### config.mk
export PLATFORM = sky130hd
export DESIGN_NAME = bus_timeout_monitor
export DESIGN_NICKNAME = d
export VERILOG_FILES = /design/src/rtl/bus_timeout_monitor.sv
export SDC_FILE = /design/constraint.sdc
export NUM_CORES = 1
export LEC_CHECK = 0
export CAP_MARGIN = 30
export CORE_MARGIN = 5
export CORE_UTILIZATION = 40
export DETAILED_ROUTE_END_ITERATION = 8
export DONT_BUFFER_PORTS = 1
export HOLD_SLACK_MARGIN = 0.15
export PLACE_DENSITY = 0.59
export SETUP_SLACK_MARGIN = 0.05
export SLEW_MARGIN = 20
export SYNTH_ARGS = -nofsm -noshare
export SYNTH_HDL_FRONTEND = slang
export SYNTH_SLANG_ARGS = --single-unit
export TNS_END_PERCENT = 30
### constraint.sdc
create_clock -name clk -period 2.15 [get_ports clk]
set_input_delay 0.1075 -clock clk [delete_from_list [all_inputs] [get_ports clk]]
set_output_delay 0.1075 -clock clk [all_outputs]
set_load 0.05 [all_outputs]
### src/rtl/bus_timeout_monitor.sv
module bus_timeout_monitor #(
  parameter int TIMEOUT_CYCLES = 128,
  parameter int REG_W          = 8,
  parameter int EN_BIT         = 0,
  parameter int FLAG_BIT       = 1
) (
  input  logic             clk,
  input  logic             rst_n,
  input  logic             cyc_strobe,
  input  logic             cyc_ack,
  input  logic             wp_violation,
  input  logic             csr_we,
  input  logic [REG_W-1:0] csr_wdata,
  output logic [REG_W-1:0] csr_rdata,
  output logic             bus_err
);

  localparam int CNT_W = $clog2(TIMEOUT_CYCLES + 1);
  localparam logic [CNT_W-1:0] LAST = CNT_W'(TIMEOUT_CYCLES - 1);

  logic             enable;
  logic             flag;
  logic             acked;
  logic [CNT_W-1:0] count;

  logic counting, timeout, wp_hit, err_set, flag_clr;

  assign counting = cyc_strobe && enable && !acked && !cyc_ack && !bus_err;
  assign timeout  = counting && (count == LAST);
  assign wp_hit   = cyc_strobe && wp_violation;
  assign err_set  = timeout || wp_hit;
  assign flag_clr = csr_we && csr_wdata[FLAG_BIT];

  always_ff @(posedge clk or negedge rst_n) begin
    if (!rst_n) begin
      count <= '0;
      acked <= 1'b0;
    end else if (!cyc_strobe) begin
      count <= '0;
      acked <= 1'b0;
    end else begin
      if (cyc_ack) acked <= 1'b1;
      if (counting) count <= count + 1'b1;
    end
  end

  always_ff @(posedge clk or negedge rst_n) begin
    if (!rst_n)           bus_err <= 1'b0;
    else if (!cyc_strobe) bus_err <= 1'b0;
    else if (err_set)     bus_err <= 1'b1;
  end

  always_ff @(posedge clk or negedge rst_n) begin
    if (!rst_n) begin
      enable <= 1'b1;
      flag   <= 1'b0;
    end else begin
      if (csr_we)        enable <= csr_wdata[EN_BIT];
      if (err_set)       flag   <= 1'b1;
      else if (flag_clr) flag   <= 1'b0;
    end
  end

  always_comb begin
    csr_rdata           = '0;
    csr_rdata[EN_BIT]   = enable;
    csr_rdata[FLAG_BIT] = flag;
  end

endmodule


# Yosys cells after proc, flatten, opt, wreduce, memory -nomap -nowiden
# Index checks and enable logic that the tools add are counted.
# totals
register_bits	12
input_bits	14
out_inout_bits	9
elab_cells	30
# op_classes
addsub	1
eq_ne	4
mux	8
reduce_logical	12
# ops
op	n
2-to-1 mux 8 bit	2
adder 8 x 1 -> 8 bit, second input constant	1
equality test 8 x 7 -> 1 bit, second input constant	1
logical AND 1 bit	7
2-to-1 mux 1 bit	6
!= test 2 x 1 -> 1 bit, second input constant	3
zero test 1 bit	3
nonzero test 2 bit	1
logical OR 1 bit	1

# Longest topological paths before layout
# Gate-level depths: netlist of the first run.
# logic_depth
depth_word	8
ltp_mapped	4
depth_no_buf	4

# Worst setup path before layout of the first run
# OpenSTA, ideal clock, no wires.
# synth_path
kind	reg2reg
startpoint	reg bus_err
endpoint	reg count[7]
setup_ps	140
arrival_ps	1715
required_ps	2010
slack_ps	296
stages_incl_launch_ff	5
path_buffers	1
period_less_slack_ps	1854
cell_sequence	dfrtp_1 > or4b_4 > buf_2 > o311ai_0 > o41ai_1
# synth_via
elab_chain_cells	3
# synth_lines
item	line	rtl
start: declaration	15	output logic bus_err
start signal: assignment	48	if (!rst_n) bus_err <= 1'b0;
start signal: assignment	49	else if (!cyc_strobe) bus_err <= 1'b0;
start signal: assignment	50	else if (err_set) bus_err <= 1'b1;
zero test 1 bit	28	assign counting = cyc_strobe && enable && !acked && !cyc_ack && !bus_err;
logical AND 1 bit	28	
!= test 2 x 1 -> 1 bit (no line)	n/a	
end signal: assignment	43	if (counting) count <= count + 1'b1;
end: declaration	24	logic [CNT_W-1:0] count;
# No other way between the ends.
# A chain may end at the register's enable or synchronous reset.

# Worst setup path in the final report of the first run
# layout_path
startpoint	reg enable
endpoint	reg count[6]
# layout_via
elab_chain_cells	5
# layout_lines
item	line	rtl
start: declaration	21	logic enable;
start signal: assignment	58	if (csr_we) enable <= csr_wdata[EN_BIT];
logical AND 1 bit (4 in series)	28	
!= test 2 x 1 -> 1 bit (no line)	n/a	
# No other way between the ends.

==> results of run 1 <==
-- where the power goes --
part	switching, W	internal, W
combinational	0.0000554	0.0000273
sequential	0.0000135	0.000235
clock	0.0000778	0.000103
total	0.000147	0.000365
-- cell usage after synthesis, types with 2 or more instances --
master / n
nand2_1: 5
nor2_1: 4
inv_1: 3
a21oi_1: 5
o21ai_0: 3
dfrtp_1: 11
or4_1: 4
o31ai_1: 3
buf_4: 8
or3_1: 2
nand3_1: 2
-- placed cells by master, fill, tap and decap left out, drive strengths merged --
cell and instances:
dlygate4sd3 9, inv 3, nand4 1, nor2 4, xor2 1, or4b 1
ha 1, mux2 1, o21ai 3, dfstp 1, conb 6, mux2i 1
dfrtp 11, or4 4, buf 2, nand3 2, nand2 5, clkbuf 4
o31ai 3, or3 2, nand2b 1, a21oi 5, o311ai 1, o41ai 1
a22oi 1
-- routing by layer --
metal / global-route usage [%] / part of all wire [%]
met5: 0 / 0
met4: 6.55 / 1.8
met3: 1.81 / 4.0
met2: 18.0 / 51
met1: 12.9 / 44
-- worst max-delay path by stage --
stage / endpoint / from
2_1_floorplan: count[7] / bus_err
3_3_place_gp: count[5] / enable
3_5_place_dp: count[6] / enable
4_1_cts: count[6] / enable
5_1_grt: count[5] / enable
6_report: count[6] / enable
-- flip-flops by register name, summed over array words and instances (netlist names) --
signal and cells:
bus_err 1, acked 1, flag 1, enable 1, count 8
-- layout make-up --
class / count / share of cell area (%)
Inverter: 3 / 1.52
Multi-Input combinational cell: 44 / 35.9
Sequential cell: 12 / 40.8
Clock buffer: 4 / 4.91
Timing Repair Buffer: 11 / 14.2
Tap cell: 16 / 2.71
-- kinds of logic (layout without fill, tap and decap cells) --
| logic type | count (synthesis) | count (layout) | synth area share [%] |
|---|---|---|---|
| other cells | 1 | 6 | 0.601 |
| mux | 2 | 2 | 3.41 |
| flops | 12 | 12 | 48.3 |
| fa+ha+maj | 1 | 1 | 2.00 |
| buf+inv | 12 | 18 | 12.2 |
| xor+xnor | 1 | 1 | 1.40 |
| compound gates | 14 | 14 | 14.0 |
| simple gates | 20 | 20 | 18.0 |
-- metrics by stage --
stage / std cells / hold WS [ns] / util, % / power [W]
5_1_grt: 90 / 0.181 / 49.7 / 0.000533
4_1_cts: 90 / 0.159 / 49.7 / 0.000515
3_5_place_dp: 77 / -0.188 / 41.2 / 0.000314
2_1_floorplan: 68 / -0.188 / - / 0.000319
3_3_place_gp: 77 / -0.188 / 41.2 / 0.000313
6_report: 90 / 0.159 / 49.7 / 0.000512
==> flow_metrics.tcl, run 1 <==
set metrics [dict create \
    grt_antenna_before_repair 0 \
    fin_skew_ns 0.000306 \
    yosys.area.top_type_share_pct 44.1 \
    relSlewSlack_pct 64.1 \
    coreArea_um2 1490 \
    path_max_fanout 15 \
    grt_pass1_wl_um 2070 \
    min_to "count[7]" \
    rsz0062_at_grt "no" \
    wl_um 1210 \
    synth_top_cell_by_area "dfrtp_1" \
    syn_to_final_growth_pct 18.4 \
    yosys-top-cells-area "dfrtp_1 (44%), buf_4 (9.6%), or4_1 (4.8%)" \
    worstHoldStart "cyc_ack" \
    row_count 14 \
    cp.arrival_ns 2.03 \
    preCtsSetupSlack_ns 0.335 \
    multi_input_area_um2 265 \
    cts_tree "built" \
    cts-root-buf "clkbuf_4" \
    ys_seq_area_share_pct 48.3 \
    ant_nets 0 \
    hold_depth 2 \
    fin_crit_ns 1.83 \
    drv_cap 0 \
    finalHoldViolations 0 \
    slew_viol_final 0 \
    ys_types 24 \
    dieArea_um2 2450 \
    finalSetupTns_ns 0 \
    grt-ovfl-total 0 \
    clk_latency_ns 0.27 \
    cp_num_cells 3 \
    worstHoldPathType "input pin to flip-flop" \
    grt.total_usage_pct 10.8 \
    setup_viol 0 \
    fin_nets 90 \
    dpl.hpwl_um 793 \
    route.vias.total 478 \
    die_y_um 49.5 \
    power.leakage_nw 0.325 \
    portBuffers 0 \
    drive_gt1_share_pct 12.2 \
    cp_slowest_cell "or4b_4" \
    cp.required_ns 2.35 \
    rr_worst_depth 3 \
    cts_made_buffers 3 \
    dr.pass1.iters 2 \
    synth_area_um2 624 \
    clock_path_buffers 2 \
    start_util_pct 41.9 \
    r2r-start "enable" \
    fmax_ghz 0.546 \
    outcome "completed" \
    seqCellArea_um2 302 \
    cts_resized 0 \
    ir_drop_v 0.000428 \
    synth.avg_cell_area_um2 9.91 \
    cp-end-kind "flip-flop" \
    drcViolationCount 0 \
    die_w_um 49.5 \
    ys_ff_latch 12 \
    cp_top_family "simple AND/OR/NAND/NOR gates" \
    powerDensity_nw_per_um2 692 \
    drt_iter0_drc 1 \
    cts_sinks 12 \
    n_antenna_cell 0 \
    placed_area_um2 613 \
    r2r_end "count[6]" \
    netlist_instances 63 \
    gp_congestion 0.672 \
    synth_edf_count 0 \
    clk_pin_slew_worst_paths_ns 0.08 \
    critPathMaxStageDelay_ns 0.56 \
    min_period_over_period_pct 85.1 \
    worst_slack_ns 0.319 \
    grt_max_degree 16 \
    critPathKind "flip-flop to flip-flop" \
    h-tree-depth 1 \
    async_flop_share_pct 100 \
    holdBufCountCts 9 \
    fillers 134 \
    pin_count 23 \
    regToRegSetupSlack_ns 0.32 \
    post-cts-setup-buffer-count 0 \
    routedWlPerCell_um 13.5 \
    grt_pass1_vias 484 \
    crit_chain "or4b_4, or4_1, a21oi_1" \
    worst_pin_slew_ns 0.537 \
    start_kind "flip-flop" \
    yosys_most_used_dff "dfrtp_1" \
    final_cell_area_um2 739 \
    worst-path-buf-inv 0 \
    via_per_inst 5.31 \
    yosysWarnings 0 \
]
Power figures use the tool's default switching activity.
==> run 2, diff against run 1 <==
Settings changed: CORE_AREA set to 5 5 42 44, CORE_MARGIN 5 to unset, CORE_UTILIZATION 40 to unset, DIE_AREA set to 0 0 47 49, PLACE_DENSITY 0.59 to 0.67.
==> run 2 against run 1 <==
Against the previous run: cell area shrank 1.4%; combinational power shrank 2%; global-route usage grew 1.7 points; final cell count shrank 1.1%; worst hold slack gained 0.0069 ns; power shrank 0.25%; largest power group unchanged; register-to-register slack lost 0.03 ns; largest cell class unchanged; flip-flop and latch count is the same; fmax shrank 1.7%; die area shrank 6.0%; sequential share of layout area grew 0.56 points.
==> flow_metrics.tcl, run 2 (synthesis results as in run 1) <==
set metrics [dict create \
    cp_slowest_cell "or4b_4" \
    finalHoldViolations 0 \
    fin_crit_ns 1.86 \
    fin_skew_ns 0.00153 \
    n_antenna_cell 0 \
    dieArea_um2 2300 \
    whs_ns 0.166 \
    clk_pin_slew_worst_paths_ns 0.08 \
    drv_cap 0 \
    wl_um 1220 \
    grt_antenna_before_repair 0 \
    layout_common_cells "dfrtp_1 (11), dlygate4sd3_1 (8), conb_1 (6)" \
    cts-root-buf "clkbuf_4" \
    post-cts-setup-buffer-count 0 \
    utilization_pct 52.1 \
    cp.required_ns 2.35 \
    dpl.hpwl_um 846 \
    finalSetupTns_ns 0 \
    grt_pass1_vias 473 \
    pin_count 23 \
    worstHoldPathType "input pin to flip-flop" \
    portBuffers 0 \
    grt.total_usage_pct 12.6 \
    via_per_inst 5.48 \
    grt-ovfl-total 0 \
    powerDensity_nw_per_um2 700 \
    cts_resized 0 \
    cp-end-kind "flip-flop" \
    holdBufCountCts 8 \
    min_period_over_period_pct 86.6 \
    rsz0062_at_grt "no" \
    max_flop_register "count" \
    layout.cells.most_common "dfrtp_1" \
    clock_path_buffers 2 \
    cts_made_buffers 3 \
    gp_congestion 0.663 \
    critPathKind "flip-flop to flip-flop" \
    slew_viol_final 0 \
    placed_area_um2 613 \
    grt_pass1_wl_um 2070 \
    fillers 125 \
    start_kind "flip-flop" \
    die_w_um 47 \
    start_util_pct 44.6 \
    grt_max_degree 16 \
    outcome "completed" \
    fin_nets 89 \
    drt_iter0_drc 7 \
    cp.arrival_ns 2.06 \
    setup_viol 0 \
    die_y_um 49 \
    relSlewSlack_pct 64.3 \
    cts_sinks 12 \
    final_cell_area_um2 729 \
    power.leakage_nw 0.320 \
    row_count 14 \
    multi_input_area_um2 265 \
    clk_latency_ns 0.28 \
    worst_slack_ns 0.288 \
    critPathMaxStageDelay_ns 0.56 \
    seqCellArea_um2 302 \
    worst_pin_slew_ns 0.533 \
    fmax_ghz 0.537 \
    preCtsSetupSlack_ns 0.301 \
    cts_tree "built" \
    ir_drop_v 0.000366 \
    drcViolationCount 0 \
    routedWlPerCell_um 13.7 \
    drive_gt1_share_pct 12.3 \
    dr.pass1.iters 4 \
    coreArea_um2 1400 \
    route.vias.total 488 \
    path_max_fanout 15 \
    crit_chain "or4b_4, or4_1, a21oi_1" \
    largest_reg_flops 8 \
    ant_nets 0 \
    syn_to_final_growth_pct 16.8 \
    h-tree-depth 1 \
]
[run 2: changes by cell type in the layout (fill, tap and decap cells not counted), sizes merged]
cell	previous run	this run
dlygate4sd3	9	8
[run 2: area by class of cell]
| cell class | count | area share, % |
|---|---|---|
| Inverter | 3 | 1.54 |
| Multi-Input combinational cell | 44 | 36.4 |
| Sequential cell | 12 | 41.3 |
| Tap cell | 16 | 2.74 |
| Clock buffer | 4 | 4.97 |
| Timing Repair Buffer | 10 | 13.0 |
[run 2: stage by stage]
stage | std cells | total power (W)
after floorplan | 68 | 0.000319
after global placement | 77 | 0.000313
after detailed placement | 77 | 0.000314
after CTS | 89 | 0.000512
after global routing | 89 | 0.000532
final | 89 | 0.000511
[run 2: final timing paths]
| check | cells after the start | start | slack, ns | to |
|---|---|---|---|---|
| max | 3 | enable | 0.29 | count[5] |
| min | 2 | cyc_ack | 0.17 | count[7] |
| max reg2reg | 3 | enable | 0.29 | count[5] |
| min reg2reg | 2 | acked | 0.52 | acked |
| max in group asynchronous | 1 | rst_n | 1.54 | enable |
| min in group asynchronous | 1 | rst_n | 0.24 | count[1] |
[run 2: critical path: cells and delay by family, from the launching register on]
family | cells | cell delay [ns]
and+or+nand+nor | 2 | 1.10
AOI/OAI and AO/OA | 1 | 0.16
DFF | 1 | 0.53
[run 2: where the power goes]
part	leakage (nW)	switching, W	total, W	internal, W
registers	0.158	0.0000132	0.000248	0.000235
logic	0.140	0.0000555	0.0000812	0.0000257
clock network	0.0210	0.0000782	0.000181	0.000103
[run 2: metal layers]
| metal | global-route usage (%) | routed length, µm | vias up |
|---|---|---|---|
| met3 | 3.32 | 42 | 5 |
| met5 | 0 | 0 | - |
| met1 | 15.4 | 507 | 239 |
| met4 | 6.91 | 34 | 0 |
| met2 | 19.2 | 630 | 8 |
| li1 | - | - | 236 |
==> run 3, diff against run 2 <==
Settings changed: PLACE_DENSITY 0.67 to unset, PLACE_DENSITY_LB_ADDON set to 0.15.
==> run 3 against run 2 <==
Against the previous run: cell area up 1.4%; non-clock buffer count up 1; clock skew up 0.0024 ns; die area unchanged; power down 0.29%; register-to-register slack better by 0.02 ns; via count down 3.3%; clock power down 2%; global-route usage down 0.34 points; critical path type unchanged; flip-flop and latch count unchanged; highest routed layer unchanged.
==> flow_metrics.tcl, run 3 (synthesis results as in run 1) <==
set metrics [dict create \
    cp_slowest_cell "or4b_4" \
    crit_chain "or4b_4, or4_1, a21oi_1" \
    syn_to_final_growth_pct 18.4 \
    cts_tree "built" \
    pin_count 23 \
    dpl.hpwl_um 815 \
    drive_gt1_share_pct 12.2 \
    wl_met1_um 509 \
    intPower_w 0.000365 \
    ir_drop_v 0.000526 \
    p_sw_w 0.000144 \
    portBuffers 0 \
    cts-root-buf "clkbuf_4" \
    drcViolationCount 0 \
    cp.required_ns 2.35 \
    cts_resized 0 \
    seqCellArea_um2 302 \
    cp.arrival_ns 2.04 \
    power.leakage_nw 0.325 \
    path_max_fanout 15 \
    largest_reg_flops 8 \
    layout.cells.most_common "dfrtp_1" \
    min_period_over_period_pct 85.6 \
    fin_crit_ns 1.84 \
    worst_pin_slew_ns 0.545 \
    rsz0062_at_grt "no" \
    grt-ovfl-total 0 \
    n_antenna_cell 0 \
    die_y_um 49 \
    clk_latency_ns 0.27 \
    multi_input_area_um2 265 \
    p_sw_share_pct 28.3 \
    wl_met3_um 60 \
    max_flop_register "count" \
    layout_common_cells "dfrtp_1 (11), dlygate4sd3_1 (9), conb_1 (6)" \
    dr.pass1.iters 3 \
    via_per_inst 5.24 \
    finalSetupTns_ns 0 \
    wl_um 1210 \
    critPathKind "flip-flop to flip-flop" \
    drt_iter0_drc 7 \
    top_layer_used "met4" \
    grt.total_usage_pct 12.2 \
    outcome "completed" \
    cts_made_buffers 3 \
    route.met2.wl_um 629 \
    drv_cap 0 \
    h-tree-depth 1 \
    slew_viol_final 0 \
    fin_nets 90 \
    setup_viol 0 \
    powerDensity_nw_per_um2 689 \
    cts_sinks 12 \
    relSlewSlack_pct 63.5 \
    finalHoldViolations 0 \
    grt_pass1_wl_um 2060 \
    row_count 14 \
    gp_congestion 0.691 \
    p_seq_share_pct 48.8 \
    grt_max_degree 16 \
    routedWlPerCell_um 13.4 \
    whs_ns 0.166 \
    coreArea_um2 1400 \
    grt_pass1_vias 481 \
    fillers 137 \
    cp-end-kind "flip-flop" \
    dieArea_um2 2300 \
    start_kind "flip-flop" \
    combinationalPowerShare_pct 16.4 \
    route.vias.total 472 \
    clock_path_buffers 2 \
    die_w_um 47 \
    post-cts-setup-buffer-count 0 \
    critPathMaxStageDelay_ns 0.55 \
    holdBufCountCts 9 \
    p_clk_share_pct 34.8 \
    worstHoldPathType "input pin to flip-flop" \
    start_util_pct 44.6 \
    clk_pin_slew_worst_paths_ns 0.08 \
    fmax_ghz 0.543 \
    fin_skew_ns 0.00397 \
    ant_nets 0 \
    grt_antenna_before_repair 0 \
]
run 3: cell count changes in the layout (fill, tap and decap cells not counted):
cell | before | now
dlygate4sd3_1 | 8 | 9
run 3: cell type report:
cell class              count  share of cell area (%)
flip-flops and latches     12                    40.8
repair buffers             11                    14.2
inverters                   3                    1.52
clock buffers               4                    4.91
multi-input cells          44                    35.9
well taps                  16                    2.71
run 3: worst paths after layout:
path                          start       end  slack, ns  depth (start not counted)
max in group asynchronous     rst_n    enable       1.52                          1
setup reg to reg             enable  count[6]       0.31                          3
min in group asynchronous     rst_n      flag       0.25                          1
hold / removal              cyc_ack  count[7]       0.17                          2
hold reg to reg            count[7]  count[7]       0.56                          2
setup / recovery             enable  count[6]       0.31                          3
run 3: critical path, delay by kind of cell (launching register included):
family          cells  cell delay [ns]
simple gates        2             1.08
flops               1             0.53
compound gates      1             0.16
run 3: metrics by stage:
stage | instance area (µm²) | power, W | utilization (%) | instances | setup slack [ns]
2_1_floorplan | 643 | 0.000319 | - | 68 | 0.296
5_1_grt | 739 | 0.000536 | 52.8 | 90 | 0.227
4_1_cts | 739 | 0.000516 | 52.8 | 90 | 0.299
6_report | 739 | 0.000509 | 52.8 | 90 | 0.309
3_3_place_gp | 613 | 0.000313 | 43.8 | 77 | 0.333
3_5_place_dp | 613 | 0.000314 | 43.8 | 77 | 0.316
run 3: routing by layer:
layer,vias to the layer above,track usage [%]
li1,233,-
met4,0,1.38
met3,2,5.54
met5,-,0
met2,9,20.4
met1,228,14.5
run 3: power by group through the flow:
stage	clock [W]	combinational (W)	sequential, W
after floorplan	0	0.0000700	0.000249
after global placement	0	0.0000605	0.000253
after detailed placement	0	0.0000608	0.000253
after CTS	0.000185	0.0000828	0.000249
after global routing	0.000196	0.0000902	0.000250
final	0.000177	0.0000834	0.000249
